File: src/rtl/gpio_pkg.sv
package gpio_pkg;
   localparam int REG_SEL_W = 2;

   typedef enum logic [REG_SEL_W-1:0] {
      REG_DOUT = 2'd0,
      REG_DIR  = 2'd1,
      REG_DIN  = 2'd2,
      REG_NONE = 2'd3
   } gpio_reg_e;

   function automatic int sel_width(input int nports);
      return (nports > 1) ? $clog2(nports) : 1;
   endfunction
endpackage

File: src/rtl/gpio_in_sync.sv
module gpio_in_sync #(
   parameter int W      = 16,
   parameter int STAGES = 2
) (
   input  logic         clk,
   input  logic         rst_n,
   input  logic [W-1:0] din,
   output logic [W-1:0] dout
);
   generate
      if (STAGES < 2 || STAGES > 4) begin : g_bad_stages
         $error("gpio_in_sync: STAGES must be 2..4");
      end
   endgenerate

   logic [W-1:0] stg [STAGES];

   genvar s;
   generate
      for (s = 0; s < STAGES; s++) begin : g_stage
         if (s == 0) begin : g_first
            always_ff @(posedge clk or negedge rst_n) begin
               if (!rst_n) stg[s] <= '0;
               else        stg[s] <= din;
            end
         end else begin : g_next
            always_ff @(posedge clk or negedge rst_n) begin
               if (!rst_n) stg[s] <= '0;
               else        stg[s] <= stg[s-1];
            end
         end
      end
   endgenerate

   assign dout = stg[STAGES-1];

   logic [2:0] warm;
   always_ff @(posedge clk or negedge rst_n) begin
      if (!rst_n)                 warm <= '0;
      else if (warm < 3'(STAGES)) warm <= warm + 3'd1;
   end

   AST_SYNC_LAG: assert property (@(posedge clk) disable iff (!rst_n)
      (warm == 3'(STAGES)) |-> (dout == $past(din, STAGES)));
endmodule

File: src/rtl/gpio_port_regs.sv
module gpio_port_regs
   import gpio_pkg::*;
#(
   parameter int W = 16
) (
   input  logic                 clk,
   input  logic                 rst_n,
   input  logic                 wr_en,
   input  logic [REG_SEL_W-1:0] wr_sel,
   input  logic [W-1:0]         wr_data,
   output logic [W-1:0]         dout_q,
   output logic [W-1:0]         dir_q
);
   generate
      if (W < 1) begin : g_bad_w
         $error("gpio_port_regs: W must be at least 1");
      end
   endgenerate

   logic hit_dout, hit_dir;
   always_comb begin
      hit_dout = wr_en && (gpio_reg_e'(wr_sel) == REG_DOUT);
      hit_dir  = wr_en && (gpio_reg_e'(wr_sel) == REG_DIR);
   end

   always_ff @(posedge clk or negedge rst_n) begin
      if (!rst_n) begin
         dout_q <= '0;
         dir_q  <= '0;
      end else begin
         if (hit_dout) dout_q <= wr_data;
         if (hit_dir)  dir_q  <= wr_data;
      end
   end

   AST_DOUT_LANDS: assert property (@(posedge clk) disable iff (!rst_n)
      (wr_en && wr_sel == 2'd0) |=> (dout_q == $past(wr_data)));
   AST_DIR_LANDS: assert property (@(posedge clk) disable iff (!rst_n)
      (wr_en && wr_sel == 2'd1) |=> (dir_q == $past(wr_data)));
   AST_RO_WRITE_INERT: assert property (@(posedge clk) disable iff (!rst_n)
      (wr_en && wr_sel[1]) |=> ($stable(dout_q) && $stable(dir_q)));
   AST_NO_WRITE_HOLD: assert property (@(posedge clk) disable iff (!rst_n)
      (!wr_en) |=> ($stable(dout_q) && $stable(dir_q)));
endmodule

File: src/rtl/gpio_pin_mux.sv
module gpio_pin_mux #(
   parameter int           W        = 16,
   parameter logic [W-1:0] CTL_PINS = '0
) (
   input  logic [W-1:0] dout_q,
   input  logic [W-1:0] dir_q,
   input  logic [W-1:0] alt_claim,
   input  logic [W-1:0] alt_val,
   input  logic [W-1:0] alt_cs,
   input  logic [W-1:0] alt_dir,
   input  logic [W-1:0] alt_xfer,
   output logic [W-1:0] pad_o,
   output logic [W-1:0] pad_oe
);
   logic [W-1:0] alt_en;

   genvar i;
   generate
      for (i = 0; i < W; i++) begin : g_pin
         if (CTL_PINS[i]) begin : g_ctl
            assign alt_en[i] = alt_claim[i] & alt_cs[i];
         end else begin : g_data
            assign alt_en[i] = alt_claim[i] & alt_dir[i] & alt_xfer[i];
         end
         assign pad_oe[i] = alt_en[i] | (~alt_claim[i] & dir_q[i]);
         assign pad_o[i]  = alt_en[i] ? alt_val[i] : dout_q[i];
      end
   endgenerate
endmodule

File: src/rtl/gpio_altport.sv
module gpio_altport
   import gpio_pkg::*;
#(
   parameter int               NUM_PORTS   = 2,
   parameter int               PIN_W       = 16,
   parameter int               SYNC_STAGES = 2,
   parameter logic [PIN_W-1:0] CTL_PINS    = 16'hF000,
   localparam int              PSEL_W      = sel_width(NUM_PORTS),
   localparam int              ADDR_W      = REG_SEL_W + PSEL_W,
   localparam int              ALL_W       = NUM_PORTS * PIN_W
) (
   input  logic              clk,
   input  logic              rst_n,
   input  logic [ADDR_W-1:0] bus_addr,
   input  logic              bus_we,
   input  logic [PIN_W-1:0]  bus_wdata,
   output logic [PIN_W-1:0]  bus_rdata,
   input  logic [ALL_W-1:0]  pad_i,
   output logic [ALL_W-1:0]  pad_o,
   output logic [ALL_W-1:0]  pad_oe,
   input  logic [ALL_W-1:0]  alt_claim,
   input  logic [ALL_W-1:0]  alt_val,
   input  logic [ALL_W-1:0]  alt_cs,
   input  logic [ALL_W-1:0]  alt_dir,
   input  logic [ALL_W-1:0]  alt_xfer
);
   generate
      if (NUM_PORTS < 1) begin : g_bad_ports
         $error("gpio_altport: NUM_PORTS must be at least 1");
      end
      if (PIN_W < 1 || PIN_W > 64) begin : g_bad_pins
         $error("gpio_altport: PIN_W must be 1..64");
      end
   endgenerate

   localparam logic [ALL_W-1:0] CTL_ALL = {NUM_PORTS{CTL_PINS}};

   logic [PSEL_W-1:0]    port_sel;
   logic [REG_SEL_W-1:0] reg_sel;
   assign port_sel = bus_addr[ADDR_W-1:REG_SEL_W];
   assign reg_sel  = bus_addr[REG_SEL_W-1:0];

   logic [PIN_W-1:0] dout_a [NUM_PORTS];
   logic [PIN_W-1:0] dir_a  [NUM_PORTS];
   logic [PIN_W-1:0] din_a  [NUM_PORTS];
   logic [ALL_W-1:0] dout_flat, dir_flat;

   genvar p;
   generate
      for (p = 0; p < NUM_PORTS; p++) begin : g_port
         logic wr_here;
         assign wr_here = bus_we && (port_sel == PSEL_W'(p));

         gpio_port_regs #(.W(PIN_W)) u_regs (
            .clk     (clk),
            .rst_n   (rst_n),
            .wr_en   (wr_here),
            .wr_sel  (reg_sel),
            .wr_data (bus_wdata),
            .dout_q  (dout_a[p]),
            .dir_q   (dir_a[p])
         );

         gpio_in_sync #(.W(PIN_W), .STAGES(SYNC_STAGES)) u_sync (
            .clk   (clk),
            .rst_n (rst_n),
            .din   (pad_i[p*PIN_W +: PIN_W]),
            .dout  (din_a[p])
         );

         gpio_pin_mux #(.W(PIN_W), .CTL_PINS(CTL_PINS)) u_mux (
            .dout_q    (dout_a[p]),
            .dir_q     (dir_a[p]),
            .alt_claim (alt_claim[p*PIN_W +: PIN_W]),
            .alt_val   (alt_val[p*PIN_W +: PIN_W]),
            .alt_cs    (alt_cs[p*PIN_W +: PIN_W]),
            .alt_dir   (alt_dir[p*PIN_W +: PIN_W]),
            .alt_xfer  (alt_xfer[p*PIN_W +: PIN_W]),
            .pad_o     (pad_o[p*PIN_W +: PIN_W]),
            .pad_oe    (pad_oe[p*PIN_W +: PIN_W])
         );

         assign dout_flat[p*PIN_W +: PIN_W] = dout_a[p];
         assign dir_flat[p*PIN_W +: PIN_W]  = dir_a[p];
      end
   endgenerate

   always_comb begin
      bus_rdata = '0;
      for (int q = 0; q < NUM_PORTS; q++) begin
         if (port_sel == PSEL_W'(q)) begin
            case (gpio_reg_e'(reg_sel))
               REG_DOUT: bus_rdata = dout_a[q];
               REG_DIR:  bus_rdata = dir_a[q];
               REG_DIN:  bus_rdata = din_a[q];
               default:  bus_rdata = '0;
            endcase
         end
      end
   end

   logic [ALL_W-1:0] ctl_own, data_own;
   assign ctl_own  = alt_claim & CTL_ALL & alt_cs;
   assign data_own = alt_claim & ~CTL_ALL;

   AST_CTL_DRIVES: assert property (@(posedge clk) disable iff (!rst_n)
      ((ctl_own & ~pad_oe) == '0) && ((ctl_own & (pad_o ^ alt_val)) == '0));
   AST_DATA_DRIVES: assert property (@(posedge clk) disable iff (!rst_n)
      ((data_own & alt_dir & alt_xfer & ~pad_oe) == '0));
   AST_CLAIM_IDLE_INPUT: assert property (@(posedge clk) disable iff (!rst_n)
      ((data_own & ~(alt_dir & alt_xfer) & pad_oe) == '0) &&
      ((alt_claim & CTL_ALL & ~alt_cs & pad_oe) == '0));
   AST_UNCLAIMED_DIR: assert property (@(posedge clk) disable iff (!rst_n)
      ((~alt_claim & (pad_oe ^ dir_flat)) == '0));
   AST_UNCLAIMED_VAL: assert property (@(posedge clk) disable iff (!rst_n)
      ((~alt_claim & pad_oe & (pad_o ^ dout_flat)) == '0));
endmodule

File: config.mk
export PLATFORM = sky130hd
export DESIGN_NAME = gpio_altport
export DESIGN_NICKNAME = d
export VERILOG_FILES = /design/src/rtl/gpio_pkg.sv /design/src/rtl/gpio_in_sync.sv /design/src/rtl/gpio_port_regs.sv /design/src/rtl/gpio_pin_mux.sv /design/src/rtl/gpio_altport.sv
export SDC_FILE = /design/constraint.sdc
export NUM_CORES = 1
export LEC_CHECK = 0
export ABC_CLOCK_PERIOD_IN_PS = 2300
export BUFFER_PORTS_ARGS = -buffer_cell sky130_fd_sc_hd__buf_4
export CAP_MARGIN = 25
export CORE_MARGIN = 3
export CORE_UTILIZATION = 45
export DETAILED_ROUTE_END_ITERATION = 7
export PLACE_DENSITY = 0.79
export SLEW_MARGIN = 30
export SYNTH_ARGS = -nofsm -noshare
export SYNTH_HDL_FRONTEND = slang
export SYNTH_SLANG_ARGS = --single-unit
File: constraint.sdc
create_clock -name clk -period 2.3 [get_ports clk]
set_clock_uncertainty 0.15 [all_clocks]
set_input_delay 0.46 -clock clk [delete_from_list [all_inputs] [get_ports clk]]
set_output_delay 0.46 -clock clk [all_outputs]
set_load 0.005 [all_outputs]
==> results of run 1 <==
==> per-stage QoR <==
step / total power, mW / utilization [%] / worst slack (ps) / hold slack [ps] / std cells
6_report: 7.328 / 72.80 / 23.74 / 15.79 / 911
5_1_grt: 7.643 / 72.80 / 9.267 / 1.345 / 911
4_1_cts: 7.383 / 72.63 / 24.55 / 0.09043 / 909
3_5_place_dp: 4.267 / 64.82 / 42.18 / 184.7 / 850
3_3_place_gp: 4.205 / 64.82 / 79.44 / 182.1 / 850
2_1_floorplan: 3.403 / - / 164.2 / 14.41 / 433
==> sequential cells by signal, indices dropped and copies added, names as in the netlist <==
signal                flops
g_port.u_regs.dir_q      32
g_port.u_regs.dout_q     32
g_port.u_sync.dout       32
g_port.u_sync.stg        32
==> how the worst max path moves through the flow <==
stage | slack (ps) | cells past startpoint | endpoint
2_1_floorplan | 160 | 5 | bus_rdata[11]
3_3_place_gp | 80 | 6 | bus_rdata[15]
3_5_place_dp | 40 | 6 | bus_rdata[15]
4_1_cts | 20 | 6 | bus_rdata[15]
5_1_grt | 9 | 6 | bus_rdata[7]
6_report | 20 | 6 | bus_rdata[15]
==> logic make-up (layout without fill, tap and decap cells) <==
family | count (synthesis) | count (layout)
simple gates | 40 | 40
mux | 112 | 112
compound gates | 96 | 96
flops | 128 | 128
buf+inv | 57 | 367
==> synth_stat cells, drive strengths merged, types with 9 or more instances <==
master | n | area, µm²
a2bb2oi | 16 | 140.1
o21bai | 16 | 120.1
mux2 | 96 | 1081
dfrtp | 128 | 3203
buf | 15 | 102.6
nand2 | 9 | 33.78
o32ai | 16 | 140.1
mux2i | 16 | 160.2
nand3 | 25 | 130.1
clkbuf | 10 | 37.54
o21ai | 32 | 160.2
a221oi | 16 | 140.1
inv | 32 | 120.1
==> report_power, final <==
group	total [mW]	switching, mW	internal, mW	leakage [nW]
registers	2.79	0.226	2.56	1.51
clock network	3.05	0.988	2.06	0.326
logic	1.49	0.549	0.942	2.39
total	7.33	1.76	5.56	4.23
==> layer usage <==
metal  wire [µm]  GRT usage (%)  share of wire, %  up-vias
li1            -              -                 -     2180
met4         233          7.326               1.4        0
met3         931          5.718               5.6       20
met1        6556          27.62                39     2358
met2        8950          44.23                54      189
met5           0              0                 0        -
==> final cells by class <==
class	instances	area share, %
clock inverter	14	2.682
timing repair buffer	303	27.76
multi-input combinational	248	24.51
tap	168	2.384
sequential	128	36.33
inverter	32	1.362
clock buffer	18	4.981
==> flow_metrics.env, run 1 <==
export IMPL_seq_area_frac_synth_pct=56.98
export IMPL_ff_latch_area_mm2=0.003203
export IMPL_worstRegToRegCells=1
export IMPL_tritoncts_num_buffers=17
export IMPL_setup_tns_ps=0
export IMPL_fp_dieArea_mm2=0.01387
export IMPL_drt_pass1_iter_count=5
export IMPL_vias=4747
export IMPL_yosys_area_share_simple_pct=3.850
export IMPL_cpMostUsedCell="sky130_fd_sc_hd__buf_4"
export IMPL_numPortBuffers=253
export IMPL_worstHoldPathCells=1
export IMPL_drt_wl_total_um=16670
export IMPL_clk_insertion_delay_late_ps=410
export IMPL_multi_input_comb_area_mm2=0.002161
export IMPL_drc=0
export IMPL_rsz_0062_raised_after_global_routing="false"
export IMPL_max_cap_violations=0
export IMPL_asyncSetResetFlopFracSynth_pct=100.0
export IMPL_syn_inst=433
export IMPL_most_common_layout_cells="266 x sky130_fd_sc_hd__buf_4, 128 x sky130_fd_sc_hd__dfrtp_1, 96 x sky130_fd_sc_hd__mux2_2"
export IMPL_timing_fmax_ghz=0.4393
export IMPL_synth_compound_gate_area_share_pct=12.46
export IMPL_num_rows=40
export IMPL_report_final_hold_viol_count=0
export IMPL_hpwl_um=11650
export IMPL_critical_path_end_type="output port"
export IMPL_power_density_mw_per_mm2=831.1
export IMPL_cts_tree="built"
export IMPL_mostFrequentLayoutCell="sky130_fd_sc_hd__buf_4"
export IMPL_hp_class="primary input to register"
export IMPL_stdcell_area_mm2=0.008817
export IMPL_headroom_to_the_max_slew_limit_pct=71.95
export IMPL_post_synth_num_cell_types=23
export IMPL_ant_cells=0
export IMPL_required_ps=1690
export IMPL_ant_nets=0
export IMPL_run_status="finished clean"
export IMPL_reg2reg_from="g_port[1].u_regs.dir_q[12]"
export IMPL_ff2ff_setup_slack_ps=1340
export IMPL_initial_core_util_pct=46.42
export IMPL_cpLargestDelayFamily="buffers and inverters"
export IMPL_grt_pass1_vias=5170
export IMPL_crit_chain="buf_4 -> nor2b_2 -> buf_4 -> a2bb2oi_1 -> a221oi_1 -> buf_4"
export IMPL_clock_edge_transition_at_the_registers_on_the_reported_setup_and_hold_paths_ps=50
export IMPL_critical_path_slowest_cell="sky130_fd_sc_hd__a221oi_1"
export IMPL_cts_num_sinks=128
export IMPL_post_cts_repair_setup_buffers=0
export IMPL_synth_top_family_by_area="multiplexers"
export IMPL_die_w_um=117.8
export IMPL_hold_path_endpoint="g_port[0].u_sync.stg[23]"
export IMPL_path_buf_inv=3
export IMPL_worstPathArrival_ps=1670
export IMPL_globalplace_congestion=0.7356
export IMPL_post_route_cells_drive_above_1_share_pct=54.64
export IMPL_final_worst_path_period_need_ps=2276
export IMPL_tightestPinTransition_ps=420.8
export IMPL_crit_path_start_kind="primary input"
export IMPL_ctsRootBufferMaster="sky130_fd_sc_hd__clkbuf_16"
export IMPL_r2r_end="g_port[1].u_regs.dir_q[12]"
export IMPL_chipHeight_um=117.8
export IMPL_detail_route_vias_per_cell=5.211
export IMPL_initialDrtViolationCount=190
export IMPL_synth_flop_cell="sky130_fd_sc_hd__dfrtp_1"
export IMPL_yosys_area_share_adder_pct=0
export IMPL_ctsLongestPathBuffers=2
export IMPL_grt_usage_pct=24.04
export IMPL_nFillCells=849
export IMPL_cp_max_fo=7
export IMPL_finish_net_count=944
export IMPL_post_cts_resized=0
export IMPL_synthToLayoutAreaGrowth_pct=56.84
export IMPL_globalRouteOverflowTotal=0
export IMPL_place_area_mm2=0.007851
export IMPL_hold_path_startpoint="pad_i[7]"
export IMPL_synth_seq_cells=128
export IMPL_floorplan_core_area_mm2=0.01211
export IMPL_synth_nets=647
export IMPL_source_of_the_critical_timing_path="bus_addr[1]"
export IMPL_start_to_end_type_of_the_worst_setup_path="primary input to output port"
export IMPL_worst_ir_drop_vdd_v=0.0005620
export IMPL_cellLeakagePower_nw=4.232
export IMPL_largest_stage_delay_worst_path_ps=390
export IMPL_htree_levels=4
export IMPL_grt_first_pass_wirelength_um=26230
export IMPL_slew_viol_final=0
export IMPL_edff_count_synth=0
export IMPL_synth_warning_count=0
export IMPL_grt_max_degree=53
export IMPL_finalCritPeriodShare_pct=98.97
export IMPL_grt_antenna_before_repair=0
export IMPL_yosys_mux_area_fraction_pct=22.08
export IMPL_synth_xor_area_share_pct=0
export IMPL_syn_area_mm2=0.005622
export IMPL_final_setup_viol_count=0
export IMPL_top_level_ports=294
export IMPL_drt_wirelength_per_cell_um=18.30
export IMPL_synth_avg_cell_area_um2=12.98
export IMPL_cts_hold_buffers=27
Note: power is estimated with default switching activity, not from simulation.
==> inputs of run 2 (changes only) <==
--- a/config.mk
+++ b/config.mk
@@ -5,13 +5,13 @@
 export SDC_FILE = /design/constraint.sdc
 export NUM_CORES = 1
 export LEC_CHECK = 0
-export ABC_CLOCK_PERIOD_IN_PS = 2300
+export ABC_CLOCK_PERIOD_IN_PS = 1900
 export BUFFER_PORTS_ARGS = -buffer_cell sky130_fd_sc_hd__buf_4
 export CAP_MARGIN = 25
 export CORE_MARGIN = 3
-export CORE_UTILIZATION = 45
+export CORE_UTILIZATION = 41
 export DETAILED_ROUTE_END_ITERATION = 7
-export PLACE_DENSITY = 0.79
+export PLACE_DENSITY = 0.76
 export SLEW_MARGIN = 30
 export SYNTH_ARGS = -nofsm -noshare
 export SYNTH_HDL_FRONTEND = slang
==> constraint.sdc (replaced) <==
create_clock -name clk -period 1.9 [get_ports clk]
set_clock_uncertainty 0.15 [all_clocks]
set_input_delay 0.38 -clock clk [delete_from_list [all_inputs] [get_ports clk]]
set_output_delay 0.38 -clock clk [all_outputs]
set_load 0.005 [all_outputs]
==> run 2 against run 1 <==
Effect of this change: the run now ends with negative setup slack left; die area increased by 9.2%; non-clock buffer count increased by 29; first-iteration DRC count increased by 38%; register-to-register slack got worse by 590 ps; critical path type is now register to output port; critical endpoint unchanged.
==> flow_metrics.env, run 2 (synthesized netlist as in run 1, its figures left out) <==
export IMPL_most_common_layout_cells="280 x sky130_fd_sc_hd__buf_4, 128 x sky130_fd_sc_hd__dfrtp_1, 96 x sky130_fd_sc_hd__mux2_2"
export IMPL_die_w_um=123.1
export IMPL_initialDrtViolationCount=263
export IMPL_place_area_mm2=0.007913
export IMPL_crit_chain="mux2i_1 -> a2bb2oi_2 -> a221oi_2 -> buf_4"
export IMPL_cts_tree="built"
export IMPL_globalplace_congestion=0.8499
export IMPL_cts_num_sinks=128
export IMPL_clock_edge_transition_at_the_registers_on_the_reported_setup_and_hold_paths_ps=60
export IMPL_grt_antenna_before_repair=0
export IMPL_stdcell_area_mm2=0.009448
export IMPL_cellLeakagePower_nw=4.437
export IMPL_place_worst_setup_slack_ps=-163.0
export IMPL_worstPathArrival_ps=1430
export IMPL_post_route_cells_drive_above_1_share_pct=61.14
export IMPL_tritoncts_num_buffers=17
export IMPL_fp_dieArea_mm2=0.01515
export IMPL_ant_cells=0
export IMPL_finalCritPeriodShare_pct=103.2
export IMPL_cp_max_fo=2
export IMPL_chipHeight_um=123.1
export IMPL_headroom_to_the_max_slew_limit_pct=68.00
export IMPL_start_to_end_type_of_the_worst_setup_path="register to output port"
export IMPL_clk_insertion_delay_late_ps=420
export IMPL_drc=0
export IMPL_max_cap_violations=0
export IMPL_run_status="finished, violations left"
export IMPL_worst_slack_ps=-60.04
export IMPL_vias=4887
export IMPL_grt_pass1_vias=5256
export IMPL_hpwl_um=12580
export IMPL_slew_viol_final=0
export IMPL_mostFrequentLayoutCell="sky130_fd_sc_hd__buf_4"
export IMPL_ant_nets=0
export IMPL_tightestPinTransition_ps=480.0
export IMPL_initial_core_util_pct=42.12
export IMPL_largest_stage_delay_worst_path_ps=360
export IMPL_numPortBuffers=253
export IMPL_ctsRootBufferMaster="sky130_fd_sc_hd__clkbuf_16"
export IMPL_num_rows=42
export IMPL_worst_ir_drop_vdd_v=0.0006355
export IMPL_rsz_0062_raised_after_global_routing="true"
export IMPL_htree_levels=4
export IMPL_final_worst_path_period_need_ps=1960
export IMPL_hp_class="primary input to register"
export IMPL_critical_path_slowest_cell="sky130_fd_sc_hd__dfrtp_1"
export IMPL_required_ps=1370
export IMPL_post_route_util_pct=70.78
export IMPL_power_density_mw_per_mm2=964.3
export IMPL_setup_tns_ps=-467.3
export IMPL_synthToLayoutAreaGrowth_pct=68.06
export IMPL_crit_path_start_kind="register"
export IMPL_report_final_hold_viol_count=0
export IMPL_final_setup_viol_count=16
export IMPL_grt_first_pass_wirelength_um=26850
export IMPL_drt_wirelength_per_cell_um=18.95
export IMPL_failed_checks="negative setup slack"
export IMPL_detail_route_vias_per_cell=5.155
export IMPL_drt_wl_total_um=17970
export IMPL_globalRouteOverflowTotal=0
export IMPL_timing_fmax_ghz=0.5102
export IMPL_grt_usage_pct=23.74
export IMPL_floorplan_core_area_mm2=0.01335
export IMPL_top_level_ports=294
export IMPL_drt_pass1_iter_count=4
export IMPL_critical_path_end_type="output port"
export IMPL_nFillCells=938
export IMPL_ctsLongestPathBuffers=2
export IMPL_grt_max_degree=51
export IMPL_finish_net_count=973
## run 2: cell count changes in the layout (fill, tap and decap cells not counted), sizes merged
cell,delta
bufinv,-1
clkbuf,+5
buf,+25
inv,-1
clkinv,-3
dlygate4sd3,+4
## run 2: report_power, final
group	switching, mW	internal, mW
registers	0.299	3.10
clock network	1.17	2.43
logic	0.781	1.33
## run 2: worst max-delay path, delay by kind of cell (launching register included)
kind | cells | cell delay, ps
AOI/OAI and AO/OA | 2 | 410
buffers and inverters | 1 | 160
DFF | 1 | 360
muxes | 1 | 90
## run 2: final cells by class
type | instances | area (µm²) | area share, %
Clock buffer | 23 | 478.0 | 5.059
Multi-Input combinational cell | 248 | 2511 | 26.58
Sequential cell | 128 | 3203 | 33.90
Timing Repair Buffer | 332 | 2736 | 28.96
Inverter | 32 | 120.1 | 1.271
Clock inverter | 9 | 178.9 | 1.894
Tap cell | 176 | 220.2 | 2.331
## run 2: worst paths after layout
| path | from | endpoint | slack (ps) | depth (start not counted) |
|---|---|---|---|---|
| setup / recovery | g_port[1].u_regs.dout_q[15] | bus_rdata[15] | -60 | 4 |
| hold / removal | bus_wdata[14] | g_port[0].u_regs.dout_q[14] | 70 | 2 |
| setup reg to reg | g_port[1].u_regs.dout_q[15] | g_port[1].u_regs.dout_q[15] | 750 | 3 |
| hold reg to reg | g_port[1].u_sync.stg[16] | g_port[1].u_sync.dout[0] | 190 | 0 |
| max in group asynchronous | rst_n | g_port[1].u_regs.dir_q[14] | 670 | 3 |
| min in group asynchronous | rst_n | g_port[1].u_sync.stg[22] | 340 | 2 |
## run 2: through the flow
stage	total power, mW	hold slack [ps]	instances
after floorplan	4.121	-65.59	433
after global placement	5.111	181.2	866
after detailed placement	5.189	184.7	866
after CTS	9.063	51.71	946
after global routing	9.490	57.55	948
final	9.110	73.76	948
## run 2: timing repair
item / CTS / global route
setup endpoints to repair: 16 / 20
setup buffers: 14 / 2
gates cloned: 1 / 0
hold buffers: 33 / 0
pin swaps: 8 / 6
endpoints found under the hold margin: 76 / 0
gates resized for setup: 46 / 18
## run 2: metal layers
| metal | up-vias | track usage, % | wire, µm |
|---|---|---|---|
| met3 | 37 | 5.764 | 1042 |
| met2 | 181 | 41.31 | 9356 |
| li1 | 2256 | - | - |
| met5 | - | 0 | 0 |
| met1 | 2413 | 27.45 | 7028 |
| met4 | 0 | 11.56 | 538 |
